<file path="config.mk">
export PLATFORM = sky130hd
export DESIGN_NAME = irqHub
export DESIGN_NICKNAME = d
export VERILOG_FILES = /design/src/rtl/irqHubPkg.sv /design/src/rtl/irqHubCtrl.sv /design/src/rtl/irqHubDatapath.sv /design/src/rtl/irqHub.sv
export SDC_FILE = /design/constraint.sdc
export NUM_CORES = 1
export LEC_CHECK = 0
export BUFFER_PORTS_ARGS = -buffer_cell sky130_fd_sc_hd__buf_2
export CAP_MARGIN = 20
export CORE_MARGIN = 2
export CORE_UTILIZATION = 38
export DETAILED_ROUTE_END_ITERATION = 8
export PLACE_DENSITY_LB_ADDON = 0.15
export RECOVER_POWER = 25
export SETUP_SLACK_MARGIN = 0.3
export SLEW_MARGIN = 20
export SYNTH_ARGS = -nofsm -noshare
export SYNTH_HDL_FRONTEND = slang
export SYNTH_SLANG_ARGS = --single-unit
</file>
<file path="constraint.sdc">
create_clock -name clk -period 1.3 [get_ports clk]
set_input_delay 0.065 -clock clk [delete_from_list [all_inputs] [get_ports clk]]
set_output_delay 0.065 -clock clk [all_outputs]
set_load 0.01 [all_outputs]
</file>
<file path="src/rtl/irqHubPkg.sv">
package irqHubPkg;

  // Strobes passed from address decode to the datapath.
  typedef struct packed {
    logic maskSet;
    logic maskClr;
    logic enWr;
    logic rdLoad;
  } hubCtlT;

  // Read source selection.
  typedef enum logic [2:0] {
    SEL_ZERO  = 3'd0,
    SEL_SRC   = 3'd1,
    SEL_MASK  = 3'd2,
    SEL_EN    = 3'd3,
    SEL_GSTAT = 3'd4
  } rdSelT;

endpackage

</file>
<file path="src/rtl/irqHubCtrl.sv">
module irqHubCtrl
  import irqHubPkg::*;
#(
  parameter int ADDR_W = 8,
  parameter logic [ADDR_W-1:0] SRC_ADDR   = 'h10,
  parameter logic [ADDR_W-1:0] SET_ADDR   = 'h12,
  parameter logic [ADDR_W-1:0] CLR_ADDR   = 'h14,
  parameter logic [ADDR_W-1:0] GSTAT_ADDR = 'h40,
  parameter logic [ADDR_W-1:0] GEN_ADDR   = 'h50
) (
  input  logic [ADDR_W-1:0] regAddr,
  input  logic              regWrEn,
  input  logic              regRdEn,
  output hubCtlT            ctl,
  output rdSelT             rdSel
);

  logic hitSet, hitClr, hitGen;

  assign hitSet = (regAddr == SET_ADDR);
  assign hitClr = (regAddr == CLR_ADDR);
  assign hitGen = (regAddr == GEN_ADDR);

  always_comb begin
    ctl.maskSet = regWrEn && hitSet;
    ctl.maskClr = regWrEn && hitClr;
    ctl.enWr    = regWrEn && hitGen;
    ctl.rdLoad  = regRdEn;
  end

  always_comb begin
    if (regAddr == SRC_ADDR)        rdSel = SEL_SRC;
    else if (hitSet || hitClr)      rdSel = SEL_MASK;
    else if (hitGen)                rdSel = SEL_EN;
    else if (regAddr == GSTAT_ADDR) rdSel = SEL_GSTAT;
    else                            rdSel = SEL_ZERO;
  end

endmodule

</file>
<file path="src/rtl/irqHubDatapath.sv">
module irqHubDatapath
  import irqHubPkg::*;
#(
  parameter int NUM_SRC   = 6,
  parameter int DATA_W    = 32,
  parameter int EN_BIT    = 7,
  parameter int GSTAT_BIT = 7
) (
  input  logic               clk,
  input  logic               rstN,
  input  hubCtlT             ctl,
  input  rdSelT              rdSel,
  input  logic [DATA_W-1:0]  wrData,
  input  logic [NUM_SRC-1:0] srcReq,
  output logic [NUM_SRC-1:0] maskVal,
  output logic [DATA_W-1:0]  rdData,
  output logic               hostIrq
);

  localparam int PAD_W = DATA_W - NUM_SRC;

  logic [NUM_SRC-1:0] maskQ, maskNext;
  logic               enQ, enNext;
  logic               pendAny;
  logic [DATA_W-1:0]  rdNext;
  logic               unusedWr;

  assign unusedWr = ^wrData;

  // Per-bit mask update: a set strobe wins, then a clear strobe, else hold.
  for (genvar i = 0; i < NUM_SRC; i++) begin : gMask
    always_comb begin
      if (ctl.maskSet && wrData[i])      maskNext[i] = 1'b1;
      else if (ctl.maskClr && wrData[i]) maskNext[i] = 1'b0;
      else                               maskNext[i] = maskQ[i];
    end
  end

  assign enNext  = ctl.enWr ? wrData[EN_BIT] : enQ;
  assign pendAny = |(srcReq & maskQ);

  always_ff @(posedge clk or negedge rstN) begin
    if (!rstN) begin
      maskQ   <= '0;
      enQ     <= 1'b0;
      hostIrq <= 1'b0;
    end else begin
      maskQ   <= maskNext;
      enQ     <= enNext;
      hostIrq <= enNext && (|(srcReq & maskNext));
    end
  end

  always_comb begin
    rdNext = '0;
    unique case (rdSel)
      SEL_SRC:   rdNext = {{PAD_W{1'b0}}, srcReq};
      SEL_MASK:  rdNext = {{PAD_W{1'b0}}, maskQ};
      SEL_EN:    rdNext[EN_BIT] = enQ;
      SEL_GSTAT: rdNext[GSTAT_BIT] = pendAny;
      default:   rdNext = '0;
    endcase
  end

  always_ff @(posedge clk or negedge rstN) begin
    if (!rstN)          rdData <= '0;
    else if (ctl.rdLoad) rdData <= rdNext;
  end

  assign maskVal = maskQ;

endmodule

</file>
<file path="src/rtl/irqHub.sv">
module irqHub
  import irqHubPkg::*;
#(
  parameter int NUM_SRC = 6,
  parameter int DATA_W  = 32,
  parameter int ADDR_W  = 8,
  parameter logic [ADDR_W-1:0] SRC_ADDR   = 'h10,
  parameter logic [ADDR_W-1:0] SET_ADDR   = 'h12,
  parameter logic [ADDR_W-1:0] CLR_ADDR   = 'h14,
  parameter logic [ADDR_W-1:0] GSTAT_ADDR = 'h40,
  parameter logic [ADDR_W-1:0] GEN_ADDR   = 'h50,
  parameter int EN_BIT    = 7,
  parameter int GSTAT_BIT = 7
) (
  input  logic               clk,
  input  logic               rstN,
  input  logic [ADDR_W-1:0]  regAddr,
  input  logic               regWrEn,
  input  logic [DATA_W-1:0]  regWrData,
  input  logic               regRdEn,
  output logic [DATA_W-1:0]  regRdData,
  input  logic [NUM_SRC-1:0] srcReq,
  output logic               hostIrq
);

  hubCtlT             ctl;
  rdSelT              rdSel;
  logic [NUM_SRC-1:0] maskVal;

  irqHubCtrl #(
    .ADDR_W(ADDR_W), .SRC_ADDR(SRC_ADDR), .SET_ADDR(SET_ADDR),
    .CLR_ADDR(CLR_ADDR), .GSTAT_ADDR(GSTAT_ADDR), .GEN_ADDR(GEN_ADDR)
  ) uCtrl (
    .regAddr(regAddr), .regWrEn(regWrEn), .regRdEn(regRdEn),
    .ctl(ctl), .rdSel(rdSel)
  );

  irqHubDatapath #(
    .NUM_SRC(NUM_SRC), .DATA_W(DATA_W), .EN_BIT(EN_BIT), .GSTAT_BIT(GSTAT_BIT)
  ) uDp (
    .clk(clk), .rstN(rstN), .ctl(ctl), .rdSel(rdSel), .wrData(regWrData),
    .srcReq(srcReq), .maskVal(maskVal), .rdData(regRdData), .hostIrq(hostIrq)
  );

endmodule

</file>
==> reports/qor.txt, run 1 <==
clock-pin slew on the worst setup and hold paths: 0.08 ns
H-Tree Level Count: 1
Reg2Reg Setup Slack: -0.01 ns
Psw: 279.4 uW
register bit total from synthesis: 15
combinational share of power: 22.3%
sequential cell area fraction in the yosys report: 38.27%
part of the cycle the worst path needs: 106.8%
Sequential Power Share: 51.6%
EDFF count, synth: 0
internal power: 703.8 uW
global-route wire length before repair: 3.608 mm
gpl congestion: 0.8732
TritonRoute pass-1 iters: 4
RSZ-0062 raised after global routing: yes
Worst-Skew Late Latency: 0.28 ns
CP required: 1.46 ns
R2R Path End: uDp.hostIrq
CP Max Fanout: 2
HP Class: in2reg
vias in the first global route: 833
top cells by area, synth: dfrtp_1 (38%), buf_4 (19%), a22o_1 (8.0%), a22oi_1 (6.9%), nor4b_4 (4.8%)
share of cells above drive strength 1: 44.83%
async set or reset register ratio after synthesis: 100.0%
max-slew violations: 0
I/O pin count: 83
Netlist cell types: 23
chip width: 54.81 um
Post-DRT Antenna Nets: 0
detailed placer's ending HPWL: 1.822 mm
count leader, synth: buf_4
endpoints failing setup: 1
count of nets after finishing: 196
Num Clock Sinks: 15
Lkg Pwr: 0.6296 nW
Sw Ratio: 28.42%
Std-Cell Rows: 18
number of DRC markers in iteration 0: 11
worst hold start: regWrData[7]
Clock power frac: 26.1%
maximum VDD drop: 0.0005999 V
root buffer cell: clkbuf_4
met3 Usage GRT: 5.738%
initial antenna violation count: 0
Area growth syn-to-layout: 30.99%
chip height: 54.81 um
largest area contributor in the netlist: dfrtp_1
status: finished, violations left
total routed wirelength: 2.260 mm
Fin Clk Skew: 0.004630 ns
synthesized area per cell: 10.01 sq um
failing checks: negative setup slack
Initial Utilization: 39.96%
DIE AREA: 0.003004 sq mm
synthesized area: 980.9 sq um
antenna diode count: 0
total power: 983.2 uW
grt met1 use: 19.02%
Final WS setup: -0.08822 ns
dpl ws: -0.4077 ns
R2R cell count: 3
ys flop type: dfrtp_1
Vias: 880
top-area cell type share of the netlist area: 38.27%
Vias/cell: 5.029
synth cell count leaders: buf_4 (25), dfrtp_1 (15), a22o_1 (9), a22oi_1 (9), nor2_1 (9)
cts bufs inserted: 3
DRC violations left: 0
total congestion overflow: 0
pwr/cell area: 765.2 mW/mm^2
CTS tree: yes
Slew HR: 46.86%
Max Cap Viol: 0
PortBufs: 32
reg2reg start: uDp.maskVal[0]
CP startpoint kind: input port
Final Hold Fails: 0
All-Layer GR Usage: 17.18%
core footprint: 0.002455 sq mm
WP data arrival: 1.55 ns
largest net degree at the start of global routing: 16
Crit. End Element: flop
Ys Warns: 0
Hold Crit Endpoint: uDp.enQ
Tightest Pin Transition: 0.7971 ns
fmax: 0.7203 GHz
cells after synthesis: 98
WHS: 0.03047 ns
Clock Tree Buf Depth: 2
Crit Path Category: in2reg
GRT met2 Usage: 31.15%
busiest grt layer: met2
Avg WL per Cell: 12.91 um
worst hold stages: 2
Final Critical Period: 1.388 ns
## worst max path at each step
stage | startpoint | end | slack (ns) | cells past startpoint
after global placement | regAddr[0] | uDp.hostIrq | -0.38 | 6
after detailed placement | regAddr[0] | uDp.hostIrq | -0.41 | 6
after global routing | regAddr[2] | uDp.hostIrq | -0.11 | 6
final | regAddr[2] | uDp.hostIrq | -0.09 | 6
after floorplan | regAddr[0] | uDp.hostIrq | -0.21 | 5
after CTS | regAddr[2] | uDp.hostIrq | -0.08 | 6
## logic make-up after synthesis
family	share of synthesized area, %
multiplexers	1.530
other	0.3823
AO/OA/AOI/OAI	21.81
AND/OR/NAND/NOR	16.84
buffers and inverters	21.17
flip-flops	38.27
## power groups by stage
stage	Clock [mW]	Combinational, mW	Sequential (mW)
after floorplan	0	0.142	0.518
after global placement	0	0.199	0.514
after detailed placement	0	0.202	0.514
after CTS	0.277	0.217	0.507
after global routing	0.298	0.246	0.510
final	0.257	0.220	0.507
## layout by cell type, fill, tap and decap left out, types with 2 or more instances in the layout
master / netlist / routed
nor4b_4: 2 / 3
a22o_1: 9 / 9
conb_1: 1 / 25
clkbuf_4: 0 / 3
dfrtp_1: 15 / 15
nand4_1: 6 / 6
clkbuf_1: 2 / 2
buf_2: 0 / 28
nor2_1: 9 / 7
nor2_2: 0 / 2
a21oi_1: 6 / 5
a22oi_1: 9 / 2
buf_4: 25 / 13
a22oi_2: 0 / 7
buf_6: 0 / 4
## critical path, stage by stage
cell and delay [ns]:
buf_6 0.09, or4_4 0.55, nor4b_4 0.28, nand3_1 0.14, mux2_4 0.32, o31a_1 0.10
## layout make-up
cell class	instances	area [sq um]
Fill cell	244	1170
Multi-Input combinational cell	77	541.8
Sequential cell	15	375.4
Timing Repair Buffer	47	296.5
Tap cell	30	37.54
Clock buffer	4	26.28
Inverter	2	7.507
## per-layer routing
metal  routed length [um]  share of wire, %
met4                   27               1.2
met5                    0                 0
met2                 1216                54
met3                  172               7.6
met1                  844                37
## registers in the layout, indices dropped and copies added, names as in the netlist
name         cells
uDp.enQ          1
uDp.hostIrq      1
uDp.maskVal      6
uDp.rdData       7
## through the flow
step / utilization (%) / instances / TNS (ns) / cell area [sq um]
3_3_place_gp: 47.55 / 168 / -0.9137 / 1167
4_1_cts: 51.73 / 174 / -0.08277 / 1270
6_report: 52.34 / 175 / -0.08822 / 1285
3_5_place_dp: 47.55 / 168 / -1.027 / 1167
2_1_floorplan: - / 122 / -0.3227 / 1081
5_1_grt: 52.34 / 175 / -0.1140 / 1285
## what timing repair did
item | CTS | global route
endpoints found under the hold margin | 15 | 0
pin swaps | 14 | 3
setup endpoints to repair | 9 | 11
setup buffers | 1 | 1
gates resized for setup | 16 | 3
hold buffers | 1 | 0
No activity file was read; power rests on OpenSTA's default activity.
==> run 2, diff against run 1 <==
--- a/config.mk
+++ b/config.mk
@@ -8,7 +8,7 @@
 export BUFFER_PORTS_ARGS = -buffer_cell sky130_fd_sc_hd__buf_2
 export CAP_MARGIN = 20
 export CORE_MARGIN = 2
-export CORE_UTILIZATION = 38
+export CORE_UTILIZATION = 25
 export DETAILED_ROUTE_END_ITERATION = 8
 export PLACE_DENSITY_LB_ADDON = 0.15
 export RECOVER_POWER = 25
==> reports/qor.txt, run 2 (synthesis gave the netlist of run 1 again) <==
status: finished, violations left
failing checks: negative setup slack
H-Tree Level Count: 1 (unchanged)
endpoints failing setup: 1 (unchanged)
antenna diode count: 0 (unchanged)
commonest non-fill, non-tap cell in the layout: buf_2
Worst-Skew Late Latency: 0.25 ns (-0.03 ns)
All-Layer GR Usage: 11.53% (-5.6 points)
Finished Cell Area: 0.001282 sq mm (-0.19%)
share of cells above drive strength 1: 39.44% (-5.4 points)
Critical Path, Cell by Cell: buf_6 > or4_4 > nor4b_4 > nand3_1 > mux2_4 > o31a_1
CTS tree: yes
maximum VDD drop: 0.0006089 V (+1.5%)
max-slew violations: 0 (unchanged)
PortBufs: 32 (unchanged)
initial antenna violation count: 0 (unchanged)
WP data arrival: 1.48 ns (-0.07 ns)
Crit Path Category: in2reg
CP max stage delay: 0.54 ns (about the same)
vias in the first global route: 782 (-6.1%)
largest net degree at the start of global routing: 16 (unchanged)
Initial Utilization: 26.40% (-14 points)
core footprint: 0.003716 sq mm (+51%)
Lkg Pwr: 0.6195 nW (-1.6%)
DIE AREA: 0.004441 sq mm (+48%)
Final Critical Period: 1.346 ns (-0.04235 ns)
most flop-heavy register: uDp.rdData
global-route wire length before repair: 3.850 mm (+6.7%)
Placed Area: 0.001167 sq mm (unchanged)
number of DRC markers in iteration 0: 26 (+15)
Hold Crit Endpoint: uDp.enQ
count of nets after finishing: 193 (-1.5%)
Post-DRT Antenna Nets: 0 (unchanged)
Crit. End Element: flop
DRC violations left: 0 (unchanged)
Setup TNS: -0.04587 ns (+0.04235 ns)
clock-pin slew on the worst setup and hold paths: 0.06 ns (-0.02 ns)
Std-Cell Rows: 22 (+4)
Reg area: 375.4 sq um (unchanged)
total congestion overflow: 0 (unchanged)
gpl congestion: 0.7697 (-12%)
CP max stage cell: or4_4
detailed placer's ending HPWL: 1.941 mm (+6.6%)
I/O pin count: 83 (unchanged)
Slew HR: 42.10% (-4.8 points)
WHS: 0.07827 ns (+0.04780 ns)
max reg flops: 7 (unchanged)
CP Max Fanout: 2 (unchanged)
Fin Clk Skew: 0.002393 ns (-0.002237 ns)
CP required: 1.43 ns (-0.03 ns)
Vias/cell: 4.458 (-11%)
chip height: 66.64 um (+22%)
pwr/cell area: 864.2 mW/mm^2 (+13%)
most frequent cells in the layout: buf_2 (28), conb_1 (25), dfrtp_1 (15), buf_4 (11)
dpl ws: -0.3944 ns (+0.01326 ns)
worst hold stages: 2 (unchanged)
Tightest Pin Transition: 0.8685 ns (+0.07133 ns)
root buffer cell: clkbuf_8
R2R Path End: uDp.hostIrq
Vias: 847 (-3.8%)
dpl cells: 183 (+8.9%)
Multi-input gate area: 524.3 sq um (-3.2%)
Avg WL per Cell: 12.74 um (-1.4%)
total power: 1.108 mW (+13%)
TritonRoute pass-1 iters: 4 (unchanged)
utilization after layout: 34.51% (-18 points)
Final WS setup: -0.04587 ns (+0.04235 ns)
Clock Tree Buf Depth: 2 (unchanged)
HP Class: in2reg
cts bufs inserted: 3 (unchanged)
reg2reg start: uDp.maskVal[0]
Max Cap Viol: 0 (unchanged)
Reg2Reg Setup Slack: 0.02 ns (+0.03 ns)
Fillers: 395 (+62%)
worst hold start: regWrData[7]
Final Hold Fails: 0 (unchanged)
Num Clock Sinks: 15 (unchanged)
CP startpoint kind: input port
Final Non-Filler Cells: 190 (+8.6%)
R2R cell count: 3 (unchanged)
part of the cycle the worst path needs: 103.5% (-3.3 points)
chip width: 66.64 um (+22%)
RSZ-0062 raised after global routing: yes
total routed wirelength: 2.420 mm (+7.1%)
Area growth syn-to-layout: 30.74%
fmax: 0.7430 GHz (+3.1%)
## run 2: cell types whose count changed in the layout (fill, tap and decap cells not counted), sizes merged
| cell | previous run | this run |
|---|---|---|
| buf | 45 | 42 |
## run 2: final cells by class
cell class | instances | area share (%)
timing repair buffer | 44 | 21.07
clock buffer | 4 | 3.512
multi-input combinational | 77 | 40.88
sequential | 15 | 29.27
tap | 48 | 4.683
inverter | 2 | 0.5854
## run 2: how the worst max path moves through the flow
stage,startpoint,end,slack (ns),cells after the start
5_1_grt,regAddr[2],uDp.hostIrq,-0.09,6
6_report,regAddr[2],uDp.hostIrq,-0.05,6
3_3_place_gp,regAddr[0],uDp.hostIrq,-0.39,6
2_1_floorplan,regAddr[0],uDp.hostIrq,-0.21,5
3_5_place_dp,regAddr[0],uDp.hostIrq,-0.39,6
4_1_cts,regAddr[2],uDp.hostIrq,-0.11,6
## run 2: report_power, final
| part | switching [mW] | internal, mW | leakage, nW | total, mW |
|---|---|---|---|---|
| clock network | 0.169 | 0.217 | 0.0228 | 0.386 |
| logic | 0.124 | 0.0911 | 0.397 | 0.215 |
| registers | 0.0162 | 0.490 | 0.199 | 0.507 |
| total | 0.310 | 0.799 | 0.620 | 1.11 |
## run 2: worst max-delay path, delay by kind of cell
kind	cells	cell delay, ns
simple gates	3	0.89
compound gates	1	0.10
mux	1	0.32
buf+inv	1	0.09
## run 2: metal layers
| layer | up-vias | global-route usage, % | part of all wire, % |
|---|---|---|---|
| met4 | 0 | 0.7653 | 0 |
| li1 | 403 | - | - |
| met3 | 0 | 3.547 | 9.2 |
| met1 | 401 | 14.97 | 42 |
| met5 | - | 0 | 0 |
| met2 | 43 | 19.63 | 49 |
## run 2: repair_timing
item | CTS | global route
resized for setup | 7 | 5
hold buffers | 1 | 0
endpoints found under the setup margin | 9 | 15
buffers inserted | 1 | 1
pin swaps | 6 | 11
hold endpoints to repair | 15 | 0
==> run 3, diff against run 2 <==
--- a/config.mk
+++ b/config.mk
@@ -9,6 +9,7 @@
 export CAP_MARGIN = 20
 export CORE_MARGIN = 2
 export CORE_UTILIZATION = 25
+export CTS_BUF_LIST = sky130_fd_sc_hd__clkbuf_4
 export DETAILED_ROUTE_END_ITERATION = 8
 export PLACE_DENSITY_LB_ADDON = 0.15
 export RECOVER_POWER = 25
==> reports/qor.txt, run 3 (synthesis gave the netlist of run 1 again) <==
Initial Utilization: 26.40% (unchanged)
Num Clock Sinks: 15 (unchanged)
H-Tree Level Count: 1 (unchanged)
Crit. End Element: flop
Multi-input gate area: 503.0 sq um (-4.1%)
cts bufs inserted: 3 (unchanged)
Max Cap Viol: 0 (unchanged)
TritonRoute pass-1 iters: 4 (unchanged)
CTS tree: yes
count of nets after finishing: 194 (+0.52%)
R2R cell count: 3 (unchanged)
CP required: 1.47 ns (+0.04 ns)
failing checks: negative setup slack
Final Critical Period: 1.309 ns (-0.03681 ns)
RSZ-0062 raised after global routing: yes
reg2reg start: uDp.maskVal[0]
PortBufs: 32 (unchanged)
most frequent cells in the layout: buf_2 (29), conb_1 (25), dfrtp_1 (15), buf_4 (12)
Clock Tree Buf Depth: 2 (unchanged)
largest net degree at the start of global routing: 16 (unchanged)
status: finished, violations left
Final Hold Fails: 0 (unchanged)
number of DRC markers in iteration 0: 22 (-15%)
vias in the first global route: 780 (-0.26%)
total routed wirelength: 2.377 mm (-1.8%)
total congestion overflow: 0 (unchanged)
Avg WL per Cell: 12.45 um (-2.3%)
HP Class: in2reg
Final Non-Filler Cells: 191 (+0.53%)
root buffer cell: clkbuf_4
Fin Clk Skew: 0.002855 ns (+0.0004622 ns)
clock-pin slew on the worst setup and hold paths: 0.09 ns (+0.03 ns)
Post-DRT Antenna Nets: 0 (unchanged)
CP startpoint kind: input port
chip width: 66.64 um (unchanged)
Fillers: 399 (+1.0%)
commonest non-fill, non-tap cell in the layout: buf_2
Tightest Pin Transition: 0.8646 ns (-0.003884 ns)
Crit Path Category: in2reg
maximum VDD drop: 0.0006663 V (+9.4%)
pwr/cell area: 805.9 mW/mm^2 (-6.7%)
Worst-Skew Late Latency: 0.28 ns (+0.03 ns)
Slew HR: 42.36% (+0.26 points)
Crit. Startpoint: regAddr[2]
R2R Path End: uDp.hostIrq
DRC violations left: 0 (unchanged)
global-route wire length before repair: 3.877 mm (+0.70%)
Area growth syn-to-layout: 27.17%
share of cells above drive strength 1: 37.76% (-1.7 points)
DIE AREA: 0.004441 sq mm (unchanged)
utilization after layout: 33.57% (-0.94 points)
Setup TNS: -0.009056 ns (+0.03681 ns)
gpl congestion: 0.7697 (unchanged)
I/O pin count: 83 (unchanged)
max reg flops: 7 (unchanged)
Final WS setup: -0.009056 ns (+0.03681 ns)
Std-Cell Rows: 22 (unchanged)
CP Max Fanout: 2 (unchanged)
Lkg Pwr: 0.6166 nW (-0.47%)
endpoints failing setup: 1 (unchanged)
chip height: 66.64 um (unchanged)
All-Layer GR Usage: 11.60% (+0.071 points)
max-slew violations: 0 (unchanged)
dpl ws: -0.3944 ns (unchanged)
dpl cells: 183 (unchanged)
Vias: 838 (-1.1%)
Reg2Reg Setup Slack: 0.02 ns (about the same)
detailed placer's ending HPWL: 1.941 mm (unchanged)
core footprint: 0.003716 sq mm (unchanged)
part of the cycle the worst path needs: 100.7% (-2.8 points)
most flop-heavy register: uDp.rdData
Reg area: 375.4 sq um (unchanged)
fmax: 0.7639 GHz (+2.8%)
Vias/cell: 4.387 (-1.6%)
WP data arrival: 1.48 ns (about the same)
crit path capture: uDp.hostIrq
initial antenna violation count: 0 (unchanged)
antenna diode count: 0 (unchanged)
## run 3: cell types whose count changed in the layout (fill, tap and decap cells not counted), sizes merged
cell | before | now
buf | 42 | 43
## run 3: worst min-delay path by stage
stage / start / end / slack, ns / cells after the start
5_1_grt: regWrData[7] / uDp.enQ / 0.03 / 2
2_1_floorplan: rstN / uDp.enQ / -0.23 / 0
3_3_place_gp: rstN / uDp.rdData[0] / -0.01 / 1
3_5_place_dp: rstN / uDp.rdData[0] / -0.001 / 1
6_report: regWrData[7] / uDp.enQ / 0.04 / 2
4_1_cts: regWrData[7] / uDp.enQ / 0.04 / 2
## run 3: critical path, stage by stage
cell and delay, ns:
buf_6 0.09, or4_4 0.54, nor4b_4 0.23, nand3_1 0.12, mux2_4 0.32, o31a_1 0.10
## run 3: through the flow
step / total power, mW / cell area (sq um) / hold WS (ns)
6_report: 1.005 / 1247 / 0.04346
5_1_grt: 1.078 / 1247 / 0.03158
4_1_cts: 1.017 / 1232 / 0.03515
3_5_place_dp: 0.7130 / 1167 / -0.001278
2_1_floorplan: 0.6599 / 1081 / -0.2306
3_3_place_gp: 0.7118 / 1167 / -0.01190
## run 3: area by class of cell
type                            count  area share (%)
Tap cell                           48           4.814
Inverter                            2          0.6018
Sequential cell                    15           30.09
Timing Repair Buffer               45           21.77
Multi-Input combinational cell     77           40.32
Clock buffer                        4           2.407
## run 3: report_power, final
| group | total, mW | switching (mW) | leakage, nW | internal [mW] |
|---|---|---|---|---|
| sequential | 0.505 | 0.0154 | 0.199 | 0.490 |
| clock | 0.289 | 0.149 | 0.0184 | 0.140 |
| combinational | 0.212 | 0.122 | 0.399 | 0.0898 |
## run 3: per-layer routing
metal	GRT usage (%)	up-vias	share of wire (%)
li1	-	410	-
met2	19.63	35	50
met3	3.547	2	7.0
met4	0.7653	0	0.38
met5	0	-	0
met1	15.18	391	43
## run 3: repair_timing
| action | CTS | global route |
|---|---|---|
| gates resized for setup | 5 | 1 |
| setup endpoints to repair | 4 | 15 |
| hold buffers | 1 | 0 |
| pin swaps | 4 | 9 |
| gates cloned | 0 | 0 |
| endpoints found under the hold margin | 15 | 0 |
| setup buffers | 1 | 2 |
